**config.mk**
```make
export PLATFORM = sky130hd
export DESIGN_NAME = opshift_imm_unit
export DESIGN_NICKNAME = d
export VERILOG_FILES = /design/src/rtl/opshift_pkg.sv /design/src/rtl/opshift_field_decode.sv /design/src/rtl/opshift_datapath.sv /design/src/rtl/opshift_carry.sv /design/src/rtl/opshift_imm_unit.sv
export SDC_FILE = /design/constraint.sdc
export NUM_CORES = 1
export LEC_CHECK = 0
export BUFFER_PORTS_ARGS = -buffer_cell sky130_fd_sc_hd__buf_2
export CAP_MARGIN = 20
export CORE_MARGIN = 3
export CORE_UTILIZATION = 36
export DETAILED_ROUTE_END_ITERATION = 8
export RECOVER_POWER = 50
export REMOVE_ABC_BUFFERS = 1
export SLEW_MARGIN = 20
export SYNTH_ARGS = -nofsm -noshare
export SYNTH_HDL_FRONTEND = slang
export SYNTH_HIERARCHICAL = 1
export SYNTH_SLANG_ARGS = --single-unit
```
**constraint.sdc**
```tcl
create_clock -name vclk -period 3.5
set_clock_uncertainty 0.2 [all_clocks]
set_input_delay 0.525 -clock vclk [all_inputs]
set_output_delay 0.525 -clock vclk [all_outputs]
set_load 0.01 [all_outputs]
```
**src/rtl/opshift_pkg.sv**
```systemverilog
package opshift_pkg;
   typedef enum logic [1:0] {
      SK_LSL = 2'd0,
      SK_LSR = 2'd1,
      SK_ASR = 2'd2,
      SK_ROR = 2'd3
   } shift_kind_e;
endpackage

```
**src/rtl/opshift_field_decode.sv**
```systemverilog
module opshift_field_decode
   import opshift_pkg::*;
#(
   parameter int INSTR_W  = 32,
   parameter int IDX_W    = 4,
   parameter int IDX_LSB  = 0,
   parameter int KIND_LSB = 5,
   parameter int AMT_W    = 5,
   parameter int AMT_LSB  = 7
) (
   input  logic [INSTR_W-1:0] instr,
   output logic [IDX_W-1:0]   reg_idx,
   output shift_kind_e        kind,
   output logic [AMT_W-1:0]   amt,
   output logic               amt_zero
);
   // bits outside the three fields are consumed by other decoders
   logic unused_instr;
   assign unused_instr = ^instr;

   assign reg_idx  = instr[IDX_LSB +: IDX_W];
   assign kind     = shift_kind_e'(instr[KIND_LSB +: 2]);
   assign amt      = instr[AMT_LSB +: AMT_W];
   assign amt_zero = (amt == '0);
endmodule

```
**src/rtl/opshift_datapath.sv**
```systemverilog
module opshift_datapath
   import opshift_pkg::*;
#(
   parameter int DATA_W = 32,
   parameter int AMT_W  = 5
) (
   input  logic [DATA_W-1:0] operand,
   input  shift_kind_e       kind,
   input  logic [AMT_W-1:0]  amt,
   input  logic              amt_zero,
   input  logic              carry_in,
   output logic [DATA_W-1:0] result
);
   localparam int MSB = DATA_W - 1;

   logic [AMT_W:0][DATA_W-1:0] lstage;
   logic [AMT_W:0][DATA_W-1:0] rstage;

   assign lstage[0] = operand;
   assign rstage[0] = operand;

   for (genvar k = 0; k < AMT_W; k++) begin : g_stage
      localparam int STEP = 1 << k;
      logic [STEP-1:0] rfill;

      always_comb begin
         case (kind)
            SK_ROR:  rfill = rstage[k][STEP-1:0];
            SK_ASR:  rfill = {STEP{operand[MSB]}};
            default: rfill = '0;
         endcase
      end

      assign lstage[k+1] = amt[k] ? {lstage[k][DATA_W-STEP-1:0], {STEP{1'b0}}}
                                  : lstage[k];
      assign rstage[k+1] = amt[k] ? {rfill, rstage[k][MSB:STEP]}
                                  : rstage[k];
   end

   always_comb begin
      if (amt_zero) begin
         case (kind)
            SK_LSL:  result = operand;
            SK_LSR:  result = '0;
            SK_ASR:  result = {DATA_W{operand[MSB]}};
            default: result = {carry_in, operand[MSB:1]};
         endcase
      end else if (kind == SK_LSL) begin
         result = lstage[AMT_W];
      end else begin
         result = rstage[AMT_W];
      end
   end
endmodule

```
**src/rtl/opshift_carry.sv**
```systemverilog
module opshift_carry
   import opshift_pkg::*;
#(
   parameter int DATA_W = 32,
   parameter int AMT_W  = 5
) (
   input  logic [DATA_W-1:0] operand,
   input  shift_kind_e       kind,
   input  logic [AMT_W-1:0]  amt,
   input  logic              amt_zero,
   input  logic              carry_in,
   input  logic              set_flags,
   output logic              carry_out,
   output logic              carry_we
);
   localparam int MSB = DATA_W - 1;

   logic [AMT_W:0]   lsl_pos_w;
   logic [AMT_W-1:0] lsl_pos;
   logic [AMT_W-1:0] rsh_pos;
   logic             unused_pos;

   assign lsl_pos_w  = (AMT_W+1)'(DATA_W) - {1'b0, amt};
   assign lsl_pos    = lsl_pos_w[AMT_W-1:0];
   assign unused_pos = lsl_pos_w[AMT_W];
   assign rsh_pos    = amt - 1'b1;

   always_comb begin
      if (amt_zero) begin
         case (kind)
            SK_LSL:  carry_out = carry_in;
            SK_ROR:  carry_out = operand[0];
            default: carry_out = operand[MSB];
         endcase
      end else if (kind == SK_LSL) begin
         carry_out = operand[lsl_pos];
      end else begin
         carry_out = operand[rsh_pos];
      end
   end

   assign carry_we = set_flags & ~((kind == SK_LSL) & amt_zero);
endmodule

```
**src/rtl/opshift_imm_unit.sv**
```systemverilog
module opshift_imm_unit
   import opshift_pkg::*;
#(
   parameter int DATA_W   = 32,
   parameter int INSTR_W  = 32,
   parameter int IDX_W    = 4,
   parameter int IDX_LSB  = 0,
   parameter int KIND_LSB = 5,
   parameter int AMT_LSB  = 7
) (
   input  logic [INSTR_W-1:0] instr_word,
   input  logic [DATA_W-1:0]  operand,
   input  logic               carry_in,
   input  logic               set_flags,
   output logic [DATA_W-1:0]  result,
   output logic               carry_out,
   output logic               carry_we,
   output logic [IDX_W-1:0]   reg_index
);
   localparam int AMT_W = $clog2(DATA_W);

   if (DATA_W < 4 || (1 << AMT_W) != DATA_W) begin : g_bad_width
      $error("opshift_imm_unit: DATA_W must be a power of two of at least 4");
   end
   if (IDX_LSB + IDX_W > INSTR_W || KIND_LSB + 2 > INSTR_W ||
       AMT_LSB + AMT_W > INSTR_W) begin : g_bad_field
      $error("opshift_imm_unit: a field lies outside the instruction word");
   end

   shift_kind_e      kind;
   logic [AMT_W-1:0] amt;
   logic             amt_zero;

   opshift_field_decode #(
      .INSTR_W (INSTR_W),
      .IDX_W   (IDX_W),
      .IDX_LSB (IDX_LSB),
      .KIND_LSB(KIND_LSB),
      .AMT_W   (AMT_W),
      .AMT_LSB (AMT_LSB)
   ) u_decode (
      .instr   (instr_word),
      .reg_idx (reg_index),
      .kind    (kind),
      .amt     (amt),
      .amt_zero(amt_zero)
   );

   opshift_datapath #(
      .DATA_W(DATA_W),
      .AMT_W (AMT_W)
   ) u_datapath (
      .operand (operand),
      .kind    (kind),
      .amt     (amt),
      .amt_zero(amt_zero),
      .carry_in(carry_in),
      .result  (result)
   );

   opshift_carry #(
      .DATA_W(DATA_W),
      .AMT_W (AMT_W)
   ) u_carry (
      .operand  (operand),
      .kind     (kind),
      .amt      (amt),
      .amt_zero (amt_zero),
      .carry_in (carry_in),
      .set_flags(set_flags),
      .carry_out(carry_out),
      .carry_we (carry_we)
   );
endmodule

```
---- Word level (Yosys, flattened, before mapping) ----
Cells that the tools add are included.
operators by class
  add/sub/neg operators ................... 2
  magnitude comparators ................... 2
  equality and inequality tests ........... 3
  mux-type cells .......................... 25
  bitwise operators ....................... 3
  reductions and logical operators ........ 2
operator list
  kind                                                         count
  2-to-1 mux 32 bit                                            12
  one-hot mux 32 bit (3 select lines)                          1
  one-hot mux 16 bit (2 select lines)                          1
  one-hot mux 8 bit (2 select lines)                           1
  less-than comparator 5 x 6 -> 1 bit (second input constant)  2
  binary-select mux 1 bit (select 5 bit)                       2
  one-hot mux 4 bit (2 select lines)                           1
  zero test 5 bit                                              1
  subtractor 1 x 5 -> 5 bit (first input constant)             1
  subtractor 5 x 1 -> 5 bit (second input constant)            1
  == test 2 bit (second input constant)                        2
  2-to-1 mux 1 bit                                             4
  one-hot mux 1 bit (2 select lines)                           2
  one-hot mux 2 bit (2 select lines)                           1
  AND 1 bit                                                    2
  == test 2 x 1 -> 1 bit (second input constant)               1
  zero test 2 bit                                              1
  NOT 1 bit                                                    1
storage, ports and cells
  register bits ........................... 0
  input port bits ......................... 66
  logic and storage cells ................. 37

---- Longest topological paths before layout ----
Gate-level depths: netlist of run 1.
  word-level depth ........................ 13
  gate-level depth with buffers ........... 14
  depth with buffers taken out ............ 8

---- Modules after synthesis ----
The synthesis of run 1 kept the hierarchy.
by module, submodules not included
  module                times used  cells each  area an instance (um^2)  sequential area each (um^2)
  opshift_datapath      1           791         6055.8                   0.0
  opshift_carry         1           131         1093.5                   0.0
  opshift_field_decode  1           13          93.8                     0.0

---- Least setup slack after synthesis of run 1 ----
No wires, ideal clock.
  path type ............................... input to output
  from .................................... input instr_word[7]
  to ...................................... output carry_out
  data arrival time ....................... 2902 ps
  data required time ...................... 2775 ps
  setup slack ............................. -127 ps
  stages on the path ...................... 12
  cells stage by stage .................... buf_4 buf_6 buf_6 inv_1 ha_1 buf_4 mux2_2 a22oi_2 a2bb2oi_2 a21oi_1 or4_1 a32o_1
on the way
  cells in the longest elaborated chain, start to end .. 5
  elaborated cells on any way between the ends .. 9
  those cells by class .................... 2 x add/sub; 6 x mux; 1 x reduce/logical
RTL lines
  what                                                                           RTL line                                  source
  start, declared                                                                opshift_imm_unit.sv:11                    input logic [INSTR_W-1:0] instr_word,
  subtractor 5 x 1 -> 5 bit / subtractor 1 x 5 -> 5 bit (equally long branches)  opshift_carry.sv:26, opshift_carry.sv:23
  binary-select mux 1 bit (select 5 bit) (on tied branches)                      opshift_carry.sv:38, opshift_carry.sv:36
  2-to-1 mux 1 bit (on tied branches)                                            opshift_carry.sv:38, opshift_carry.sv:36
  2-to-1 mux 1 bit                                                               opshift_carry.sv:35                       end else if (kind == SK_LSL) begin
  2-to-1 mux 1 bit (*)                                                           opshift_carry.sv:29                       if (amt_zero) begin
  end, declared                                                                  opshift_imm_unit.sv:16                    output logic carry_out,
Mark *: on every way between the ends. The rest lies on a longest branch, timed or not. The select of a mux whose other input is x is not followed.

---- Worst setup path after layout of run 1 ----
  from .................................... input instr_word[8]
  to ...................................... output result[14]
on the way
  cells in the longest elaborated chain, start to end .. 7
  elaborated cells on any way between the ends .. 13
  those cells by class .................... 12 x mux; 1 x reduce/logical
RTL lines
  what                                                                            RTL line                                        source
  2-to-1 mux 32 bit                                                               opshift_datapath.sv:36                          assign rstage[k+1] = amt[k] ? {rfill, rstage[k][MSB:STEP]}
  one-hot mux 4 bit (2 select lines) / 2-to-1 mux 32 bit (equally long branches)  opshift_datapath.sv:27, opshift_datapath.sv:36
  2-to-1 mux 32 bit / one-hot mux 8 bit (2 select lines) (equally long branches)  opshift_datapath.sv:36, opshift_datapath.sv:27
  2-to-1 mux 32 bit (2 in a row)                                                  opshift_datapath.sv:36
  2-to-1 mux 32 bit                                                               opshift_datapath.sv:48                          end else if (kind == SK_LSL) begin
  2-to-1 mux 32 bit (*)                                                           opshift_datapath.sv:41                          if (amt_zero) begin
  end, declared                                                                   opshift_imm_unit.sv:15                          output logic [DATA_W-1:0] result,
Mark *: on every way between the ends. The rest lies on a longest branch, timed or not.

==> impl_summary.txt, run 1 <==
----------------------------------------------------
[Setup path]
  Largest stage delay on the critical path ... 340 ps
  Ordered cell list for the critical path ... buf_12 > buf_6 > buf_12 > buf_4 > mux2i_1 > mux2_4 > mux2_4 > a2111oi_4 > a311oi_2 > a21oi_1 > buf_2
  Largest fanout of any net on the critical path ... 10
  Element type at the critical path end ... primary output
  CP startpoint ... instr_word[8]
  Data arrival time of the critical path ... 2770 ps
  Last element of the critical path ... result[14]
  Library cell contributing the largest single delay on the critical path ... sky130_fd_sc_hd__mux2_4
  Worst setup SP type ... primary input
  Critical path class ... in -> out
  Req. time, crit path ... 2770 ps

[Power and ir drop]
  Final Power ... 1.62 mW
  Switching part of the total power ... 55.8%
  Peak supply drop ... 111 uV
  Sw power ... 0.902 mW
  Sequential group share of total power ... 0%
  Clock group share of total power ... 0%
  Part of the total power dissipated in combinational logic ... 100.0%
  Power Dens Cells ... 173 nW/um^2
  Reported leakage power ... 3.85 nW
  Internal Dissipation ... 0.716 mW

[Timing]
  Final number of hold-violating endpoints ... 0
  Worst max-slew margin expressed relative to the limit ... 46.0%
  Count of endpoints failing setup in the final report ... 0
  Fin. max-slew vios ... 0
  Share of the cycle needed by the critical path after routing ... 99.8%
  Worst-Margin Slew ... 806 ps
  Post-route worst hold slack ... 850 ps
  Final critical delay including setup and external delays ... 3490 ps
  Max Clk Rate ... 0.286 GHz
  Post-layout worst setup margin ... 6.64 ps

[Cells and area]
  Final std cells w/o fill ... 1359
  CLK BUF ... 0
  Number of nets in the layout ... 1165
  Area added between synthesis and finish ... 29.4%
  FFs & Latches ... 0
  Number of inserted diodes ... 0
  Layout filler cell count ... 2005
  Fraction of final layout cells with drive strength greater than 1 ... 40.1%
  Area taken by multi-input logic gates ... 6630 sq um
  FF/Latch Area ... 0 sq um

[Yosys]
  Post-synthesis instance area ... 7240 sq um
  Library cell with the largest summed area after synthesis ... sky130_fd_sc_hd__mux4_2
  Portion of the post-synthesis area used by sequential elements ... 0%
  Per-instance average area after synthesis ... 7.75 sq um
  Number of instances in the synthesized netlist ... 935
  Post-synthesis cell type count ... 83
  Cells taking the most area after synthesis ... sky130_fd_sc_hd__mux4_2, sky130_fd_sc_hd__mux2i_1, sky130_fd_sc_hd__mux2_2, sky130_fd_sc_hd__a21oi_1, sky130_fd_sc_hd__nand2_1
  Proportion of netlist area held by the largest area contributor ... 19.9%
  Warnings from Yosys ... 6

[Worst hold path]
  Worst Hold Launch ... instr_word[3]
  Min-delay worst type ... in -> out
  Hold Crit Depth ... 0

[GRT]
  Total congestion overflow ... 0
  GR met3 Demand/Resource ... 6.19%
  Largest net degree at the start of global routing ... 43
  Most used routing layer in global routing ... met2
  First-pass GRT wire length ... 57300 um
  Routing usage on met2 ... 52.6%
  Antenna violations before repair ... 1
  Fraction of met1 tracks used by global routing ... 49.1%
  GRT Total Usage ... 34.2%
  Number of global-route vias before repair ... 8758

[Place]
  Pre-CTS setup slack ... -252 ps
  Gpl congestion ... 1.06
  Placed cell count ... 1354
  Dpl hpwl ... 30400 um
  Total of buffers placed on input and output ports ... 75

[Floorplan]
  Num rows ... 51
  Core footprint ... 19600 sq um
  Area of the die ... 21900 sq um
  Total I/O pin count ... 104
  Die span in y ... 148 um
  Horizontal die dimension ... 148 um
  Starting density of the core ... 37.0%

[Route]
  Total wire length ... 39900 um
  Via count ... 9573
  Initial DRT Pass Iterations ... 6
  Iteration-0 DRC count of the detailed router ... 1654
  Vias/cell ... 7.04
  Post-route DRC ... 0
  Count of nets left with antenna violations after detail routing ... 0
  Wire length per cell ... 29.4 um

[Flow run]
  Max_cap viols ... 0

[Outcome]
  Run status ... finished, final reports clean

[Clock network]
  # hold bufs at CTS ... 0

----------------------------------------------------
-- cells by family (layout without fill, tap and decap cells) --
group,after synthesis,in the layout,share of synthesized area [%]
buf+inv,156,315,11.3
mux,196,196,40.1
simple gates,266,266,17.3
xor+xnor,1,1,0.121
fa+ha+maj,3,3,0.518
compound gates,313,313,30.6
-- power by group through the flow --
| stage | clock, mW | combinational [mW] | sequential (mW) |
|---|---|---|---|
| after floorplan | 0 | 0.699 | 0 |
| after global placement | 0 | 1.49 | 0 |
| after detailed placement | 0 | 1.49 | 0 |
| after CTS | 0 | 1.53 | 0 |
| after global routing | 0 | 1.68 | 0 |
| final | 0 | 1.62 | 0 |
-- how the worst min path moves through the flow --
stage / endpoint
CTS: reg_index[3]
floorplan: reg_index[0]
global placement: reg_index[3]
global route: reg_index[3]
finish: reg_index[3]
detailed placement: reg_index[3]
-- timing repair --
action | 4_1_cts | 5_1_grt
setup endpoints to repair | 17 | 22
gates resized for setup | 28 | 36
cloned | 0 | 2
setup buffers | 1 | 2
pin swaps | 4 | 10
-- stage by stage --
step                util [%]  instance area, sq um  TNS (ps)
floorplan                  -                  6490    -25970
global placement        46.1                  9030     -1450
detailed placement      46.1                  9030     -1250
CTS                     46.8                  9170     -97.9
global route            47.8                  9370     -2.88
finish                  47.8                  9370         0
-- worst max-delay path: cells and delay by family --
kind,cells,cell delay (ps)
mux,3,780
compound gates,3,690
buf+inv,5,760
-- cell usage in the layout (no fill, tap or decap), types with 12 or more instances in the layout --
cell type | Yosys | layout
sky130_fd_sc_hd__o22ai_1 | 19 | 19
sky130_fd_sc_hd__a21oi_1 | 67 | 67
sky130_fd_sc_hd__a31oi_1 | 17 | 17
sky130_fd_sc_hd__buf_2 | 25 | 69
sky130_fd_sc_hd__inv_1 | 15 | 12
sky130_fd_sc_hd__nor3_1 | 26 | 26
sky130_fd_sc_hd__a211oi_1 | 17 | 17
sky130_fd_sc_hd__mux4_2 | 64 | 64
sky130_fd_sc_hd__buf_12 | 1 | 17
sky130_fd_sc_hd__nor2_1 | 70 | 68
sky130_fd_sc_hd__mux2_2 | 33 | 32
sky130_fd_sc_hd__o211ai_1 | 15 | 15
sky130_fd_sc_hd__nand2_1 | 81 | 80
sky130_fd_sc_hd__mux2i_1 | 83 | 79
sky130_fd_sc_hd__o21ai_0 | 25 | 23
sky130_fd_sc_hd__a21boi_0 | 14 | 12
sky130_fd_sc_hd__o21ai_1 | 13 | 12
sky130_fd_sc_hd__buf_4 | 26 | 196
sky130_fd_sc_hd__a221oi_1 | 17 | 17
sky130_fd_sc_hd__nand2b_1 | 13 | 13
sky130_fd_sc_hd__nand3_1 | 24 | 24
-- cell type report --
| class | instances | area share [%] |
|---|---|---|
| well taps | 265 | 3.54 |
| repair buffers | 297 | 25.0 |
| multi-input cells | 779 | 70.7 |
| inverters | 18 | 0.761 |
-- cells in the mapped netlist (6+ instances only) --
library cell	count
sky130_fd_sc_hd__buf_4	26
sky130_fd_sc_hd__a311oi_1	7
sky130_fd_sc_hd__a21oi_1	67
sky130_fd_sc_hd__a2111oi_0	7
sky130_fd_sc_hd__a221oi_1	17
sky130_fd_sc_hd__a31oi_1	17
sky130_fd_sc_hd__buf_6	9
sky130_fd_sc_hd__nor2b_1	10
sky130_fd_sc_hd__nor3_1	26
sky130_fd_sc_hd__buf_1	8
sky130_fd_sc_hd__o22ai_1	19
sky130_fd_sc_hd__inv_1	15
sky130_fd_sc_hd__o21ai_1	13
sky130_fd_sc_hd__mux2_2	33
sky130_fd_sc_hd__nand3_1	24
sky130_fd_sc_hd__clkbuf_1	66
sky130_fd_sc_hd__buf_2	25
sky130_fd_sc_hd__a211oi_1	17
sky130_fd_sc_hd__o21ai_0	25
sky130_fd_sc_hd__a21o_1	9
sky130_fd_sc_hd__o211ai_1	15
sky130_fd_sc_hd__mux2_1	9
sky130_fd_sc_hd__and2_1	9
sky130_fd_sc_hd__mux4_2	64
sky130_fd_sc_hd__nor2_1	70
sky130_fd_sc_hd__nand2b_1	13
sky130_fd_sc_hd__mux2i_1	83
sky130_fd_sc_hd__a21boi_0	14
sky130_fd_sc_hd__nand2_1	81
sky130_fd_sc_hd__o32ai_1	10
sky130_fd_sc_hd__o31ai_1	6
sky130_fd_sc_hd__o221ai_1	10
sky130_fd_sc_hd__o21a_1	8
-- per-layer routing --
| metal | wire length [um] | share of wire, % |
|---|---|---|
| met5 | 13 | 0.033 |
| met4 | 1650 | 4.1 |
| met3 | 5240 | 13 |
| met2 | 17100 | 43 |
| met1 | 15900 | 40 |
Power figures use the tool's default switching activity.
==> inputs of run 2 (changes only) <==
- CORE_UTILIZATION: 36 -> 25
==> impl_summary.txt, run 2 (synthesis results as in run 1) <==
----------------------------------------------------
[Outcome]
  Run status ... complete, but fails checks
  Violations in the final reports ... negative setup slack

[GRT]
  Largest net degree at the start of global routing ... 46 (+7.0%)
  Fraction of met1 tracks used by global routing ... 34.7% (-14 points)
  First-pass GRT wire length ... 58600 um (+2.2%)
  Antenna violations before repair ... 2 (+1)
  Total congestion overflow ... 0 (unchanged)
  Routing usage on met2 ... 36.1% (-16 points)
  Most used routing layer in global routing ... met2
  Number of global-route vias before repair ... 8782 (+0.27%)
  GRT Total Usage ... 24.5% (-9.7 points)
  GR met3 Demand/Resource ... 6.60% (+0.41 points)

[Setup path]
  Critical path class ... in -> out
  Element type at the critical path end ... primary output
  Largest fanout of any net on the critical path ... 22 (+12)
  Req. time, crit path ... 2770 ps (about the same)
  Worst setup SP type ... primary input
  Data arrival time of the critical path ... 2910 ps (+140 ps)

[Cells and area]
  Number of inserted diodes ... 0 (unchanged)
  Area taken by multi-input logic gates ... 6660 sq um (+0.47%)
  Area added between synthesis and finish ... 33.7%
  Number of nets in the layout ... 1179 (+1.2%)
  FF/Latch Area ... 0 sq um (unchanged)
  Final std cells w/o fill ... 1486 (+9.3%)
  Layout filler cell count ... 2957 (+47%)
  CLK BUF ... 0 (unchanged)
  FFs & Latches ... 0 (unchanged)
  Most common cell after layout, fill and taps aside ... sky130_fd_sc_hd__buf_4
  Leading cell types in the layout, fill and taps excluded ... sky130_fd_sc_hd__buf_4, sky130_fd_sc_hd__nand2_1, sky130_fd_sc_hd__mux2i_1
  Fraction of final layout cells with drive strength greater than 1 ... 41.7% (+1.6 points)

[Floorplan]
  Horizontal die dimension ... 176 um (+19%)
  Area of the die ... 31100 sq um (+42%)
  Starting density of the core ... 25.7% (-11 points)
  Die span in y ... 176 um (+19%)
  Num rows ... 61 (+20%)
  Core footprint ... 28200 sq um (+44%)
  Total I/O pin count ... 104 (unchanged)

[Route]
  Iteration-0 DRC count of the detailed router ... 1456 (-12%)
  Initial DRT Pass Iterations ... 6 (unchanged)
  Total wire length ... 40500 um (+1.4%)
  Vias/cell ... 6.45 (-8.4%)
  Count of nets left with antenna violations after detail routing ... 0 (unchanged)
  Wire length per cell ... 27.3 um (-7.2%)
  Via count ... 9590 (+0.18%)
  Post-route DRC ... 0 (unchanged)

[Power and ir drop]
  Part of the total power dissipated in combinational logic ... 100.0% (about the same)
  Switching part of the total power ... 55.1% (-0.66 points)
  Reported leakage power ... 3.94 nW (+2.4%)
  Internal Dissipation ... 0.744 mW (+4.0%)
  Power Dens Cells ... 171 nW/um^2 (-0.81%)
  Final Power ... 1.66 mW (+2.5%)
  Sw power ... 0.913 mW (+1.3%)
  Clock group share of total power ... 0% (unchanged)
  Peak supply drop ... 89.9 uV (-19%)
  Sequential group share of total power ... 0% (unchanged)

[Timing]
  Share of the cycle needed by the critical path after routing ... 104% (+4.1 points)
  Count of endpoints failing setup in the final report ... 5 (+5)
  Post-layout worst setup margin ... -138 ps (-145 ps)
  Worst-Margin Slew ... 787 ps (-19.1 ps)
  RSZ-0062 raised after global routing ... yes
  Fin. max-slew vios ... 0 (unchanged)
  Final critical delay including setup and external delays ... 3640 ps (+145 ps)
  Max Clk Rate ... 0.275 GHz (-4.0%)
  Worst max-slew margin expressed relative to the limit ... 47.3% (+1.3 points)
  Final number of hold-violating endpoints ... 0 (unchanged)

[Place]
  Gpl congestion ... 1.04 (-1.8%)
  Placed cell count ... 1469 (+8.5%)
  Dpl hpwl ... 30900 um (+1.6%)
  Pre-CTS setup slack ... -329 ps (-76.9 ps)
  Total of buffers placed on input and output ports ... 75 (unchanged)

[Clock network]
  # hold bufs at CTS ... 0 (unchanged)

[Worst hold path]
  Min-delay worst type ... in -> out

[Flow run]
  Max_cap viols ... 0 (unchanged)

----------------------------------------------------
==> run 2: cell count changes in the layout (fill, tap and decap cells not counted), moves of 4 or more <==
| cell | before | now |
|---|---|---|
| sky130_fd_sc_hd__buf_4 | 196 | 215 |
| sky130_fd_sc_hd__a21oi_1 | 67 | 61 |
| sky130_fd_sc_hd__a21oi_2 | 0 | 6 |
| sky130_fd_sc_hd__a221oi_1 | 17 | 13 |
| sky130_fd_sc_hd__a221oi_2 | 0 | 4 |
| sky130_fd_sc_hd__buf_6 | 8 | 4 |
==> run 2: worst paths after layout <==
kind                       from           end  slack [ps]  cells past startpoint
setup / recovery  instr_word[9]    result[27]        -140                      9
hold / removal    instr_word[3]  reg_index[3]         850                      0
==> run 2: final cells by class <==
cell class,instances,area share [%]
Tap cell,378,4.88
Multi-Input combinational cell,779,68.8
Inverter,18,0.698
Timing Repair Buffer,311,25.7
==> run 2: power by group through the flow <==
stage | Sequential (mW) | Clock [mW] | Combinational [mW]
2_1_floorplan | 0 | 0 | 0.699
3_3_place_gp | 0 | 0 | 1.49
3_5_place_dp | 0 | 0 | 1.50
4_1_cts | 0 | 0 | 1.55
5_1_grt | 0 | 0 | 1.73
6_report | 0 | 0 | 1.66
==> run 2: worst max-delay path, stage by stage <==
cell and delay [ps]:
sky130_fd_sc_hd__buf_4 270, sky130_fd_sc_hd__buf_4 330, sky130_fd_sc_hd__nand2b_1 200, sky130_fd_sc_hd__nor2_1 640, sky130_fd_sc_hd__a221oi_1 260, sky130_fd_sc_hd__and3_1 260, sky130_fd_sc_hd__o32ai_2 140, sky130_fd_sc_hd__buf_4 160
sky130_fd_sc_hd__buf_2 110
==> run 2: through the flow <==
| step | setup TNS (ps) | util [%] | hold slack (ps) | area (sq um) |
|---|---|---|---|---|
| after global routing | -494 | 34.4 | 850 | 9680 |
| after floorplan | -25970 | - | 850 | 6490 |
| after global placement | -2320 | 32.4 | 850 | 9120 |
| after CTS | -64.1 | 33.1 | 850 | 9340 |
| final | -245 | 34.4 | 850 | 9680 |
| after detailed placement | -2720 | 32.4 | 850 | 9120 |
==> run 2: metal layers <==
metal / vias to the layer above / share of wire, %
met1: 4603 / 39
met5: - / 0.069
met2: 828 / 43
li1: 4036 / -
met4: 4 / 4.4
met3: 119 / 14
==> run 2: what timing repair did <==
item | 4_1_cts | 5_1_grt
hold endpoints to repair | 0 | 0
gates cloned | 1 | 3
pin swaps | 7 | 9
buffers inserted | 2 | 11
resized for setup | 40 | 46
setup endpoints to repair | 24 | 28
==> inputs of run 3 (changes only) <==
==> constraint.sdc (replaced) <==
create_clock -name vclk -period 3.5
set_clock_uncertainty 0.2 [all_clocks]
set_input_delay 0.7 -clock vclk [all_inputs]
set_output_delay 0.7 -clock vclk [all_outputs]
set_load 0.01 [all_outputs]
==> impl_summary.txt, run 3 (synthesis results as in run 1) <==
----------------------------------------------------
[Outcome]
  Run status ... complete, but fails checks
  Violations in the final reports ... negative setup slack

[Timing]
  Final critical delay including setup and external delays ... 3830 ps (+192 ps)
  Post-layout worst setup margin ... -331 ps (-192 ps)
  Count of endpoints failing setup in the final report ... 32 (+27)
  Worst-Margin Slew ... 641 ps (-147 ps)
  Setup tns final ... -6080 ps (-5840 ps)
  Share of the cycle needed by the critical path after routing ... 109% (+5.5 points)
  Fin. max-slew vios ... 0 (unchanged)
  Worst max-slew margin expressed relative to the limit ... 57.1% (+9.8 points)
  RSZ-0062 raised after global routing ... yes
  Max Clk Rate ... 0.261 GHz (-5.0%)
  Final number of hold-violating endpoints ... 0 (unchanged)
  Post-route worst hold slack ... 1200 ps (+350 ps)

[Flow run]
  Max_cap viols ... 0 (unchanged)

[Place]
  Dpl hpwl ... 34900 um (+13%)
  Total of buffers placed on input and output ports ... 75 (unchanged)
  Placed cell count ... 1612 (+9.7%)
  Gpl congestion ... 1.04 (+0.20%)
  Placed Instance Area ... 10300 sq um (+13%)

[Setup path]
  Req. time, crit path ... 2600 ps (-170 ps)
  Largest stage delay on the critical path ... 360 ps (-280 ps)
  Data arrival time of the critical path ... 2930 ps (+20 ps)
  Critical path class ... in -> out
  Library cell contributing the largest single delay on the critical path ... sky130_fd_sc_hd__a2111oi_2
  Largest fanout of any net on the critical path ... 17 (-23%)
  Ordered cell list for the critical path ... buf_12 > buf_16 > buf_4 > mux2_2 > and2_1 > o31ai_1 > o22ai_1 > a2111oi_2 > o32ai_2 > buf_2
  Worst setup SP type ... primary input
  Element type at the critical path end ... primary output

[Cells and area]
  Number of inserted diodes ... 0 (unchanged)
  Area added between synthesis and finish ... 59.2%
  Most common cell after layout, fill and taps aside ... sky130_fd_sc_hd__buf_4
  FFs & Latches ... 0 (unchanged)
  Final std cells w/o fill ... 1644 (+11%)
  Final design utilization ... 40.9% (+6.6 points)
  Cell area after layout ... 11500 sq um (+19%)
  Fraction of final layout cells with drive strength greater than 1 ... 55.7% (+14 points)
  Number of nets in the layout ... 1337 (+13%)
  Leading cell types in the layout, fill and taps excluded ... sky130_fd_sc_hd__buf_4, sky130_fd_sc_hd__nand2_1, sky130_fd_sc_hd__mux4_2, sky130_fd_sc_hd__mux2i_1, sky130_fd_sc_hd__buf_2
  CLK BUF ... 0 (unchanged)
  FF/Latch Area ... 0 sq um (unchanged)

[Floorplan]
  Die span in y ... 176 um (unchanged)
  Total I/O pin count ... 104 (unchanged)
  Core footprint ... 28200 sq um (unchanged)
  Num rows ... 61 (unchanged)
  Area of the die ... 31100 sq um (unchanged)
  Horizontal die dimension ... 176 um (unchanged)
  Starting density of the core ... 25.7% (unchanged)

[Route]
  Via count ... 10200 (+6.6%)
  Wire length per cell ... 27.1 um (-0.65%)
  Count of nets left with antenna violations after detail routing ... 0 (unchanged)
  Total wire length ... 44500 um (+9.9%)
  Iteration-0 DRC count of the detailed router ... 1365 (-6.3%)
  Initial DRT Pass Iterations ... 5 (-1)
  Post-route DRC ... 0 (unchanged)
  Vias/cell ... 6.22 (-3.7%)

[Power and ir drop]
  Switching part of the total power ... 52.1% (-3.0 points)
  Peak supply drop ... 128 uV (+42%)
  Reported leakage power ... 4.87 nW (+23%)
  Internal Dissipation ... 0.938 mW (+26%)
  Sw power ... 1.02 mW (+12%)
  Power Dens Cells ... 170 nW/um^2 (-0.72%)
  Part of the total power dissipated in combinational logic ... 100.0% (about the same)
  Clock group share of total power ... 0% (unchanged)
  Sequential group share of total power ... 0% (unchanged)

[GRT]
  GR met3 Demand/Resource ... 5.18% (-1.4 points)
  Largest net degree at the start of global routing ... 26 (-43%)
  First-pass GRT wire length ... 64900 um (+11%)
  Total congestion overflow ... 0 (unchanged)
  Most used routing layer in global routing ... met2
  Antenna violations before repair ... 1 (-1)
  Routing usage on met2 ... 42.3% (+6.2 points)
  Number of global-route vias before repair ... 9774 (+11%)
  Fraction of met1 tracks used by global routing ... 38.6% (+4.0 points)
  GRT Total Usage ... 27.3% (+2.8 points)

[Clock network]
  # hold bufs at CTS ... 0 (unchanged)

[Worst hold path]
  Min-delay worst type ... in -> out

----------------------------------------------------
[run 3: cell count changes in the layout (fill, tap and decap cells not counted), moves of 9 or more]
cell | previous run | this run
sky130_fd_sc_hd__mux2i_1 | 80 | 68
sky130_fd_sc_hd__buf_12 | 14 | 30
sky130_fd_sc_hd__buf_6 | 4 | 15
sky130_fd_sc_hd__mux2i_2 | 2 | 12
sky130_fd_sc_hd__a21oi_1 | 61 | 51
sky130_fd_sc_hd__a21oi_2 | 6 | 15
sky130_fd_sc_hd__buf_4 | 215 | 353
sky130_fd_sc_hd__mux2_4 | 2 | 12
sky130_fd_sc_hd__mux2_2 | 33 | 24
[run 3: final timing paths]
path	startpoint	to	slack, ps	cells past startpoint
max	instr_word[8]	result[25]	-330	10
min	instr_word[3]	reg_index[3]	1200	0
[run 3: layout make-up]
type | instances | area (sq um)
fillers | 2887 | 16600
repair buffers | 469 | 3830
well taps | 378 | 473
inverters | 18 | 80.1
multi-input cells | 779 | 7150
[run 3: per-layer routing]
metal	vias to the layer above	wire length (um)
met5	-	0
met1	5025	18600
li1	4341	-
met4	0	1870
met2	736	19200
met3	119	4850
[run 3: through the flow]
step	total power [mW]	worst slack [ps]
6_report	1.96	-331
5_1_grt	2.04	-370
4_1_cts	1.80	-299
3_5_place_dp	1.67	-632
3_3_place_gp	1.67	-629
2_1_floorplan	0.699	-1370
[run 3: timing repair]
action	4_1_cts	5_1_grt
gates resized for setup	128	105
setup buffers	17	18
setup endpoints to repair	33	33
pin swaps	33	43
cloned	0	0
[run 3: power by group through the flow]
stage / registers [mW] / logic [mW] / clock network (mW)
final: 0 / 1.96 / 0
after global routing: 0 / 2.04 / 0
after CTS: 0 / 1.80 / 0
after detailed placement: 0 / 1.67 / 0
after global placement: 0 / 1.67 / 0
after floorplan: 0 / 0.699 / 0
[run 3: worst max-delay path: cells and delay by family]
kind                   cells  cell delay, ps
AOI/OAI and AO/OA          4            1080
and+or+nand+nor            1             190
buffers and inverters      4             600
muxes                      1             330
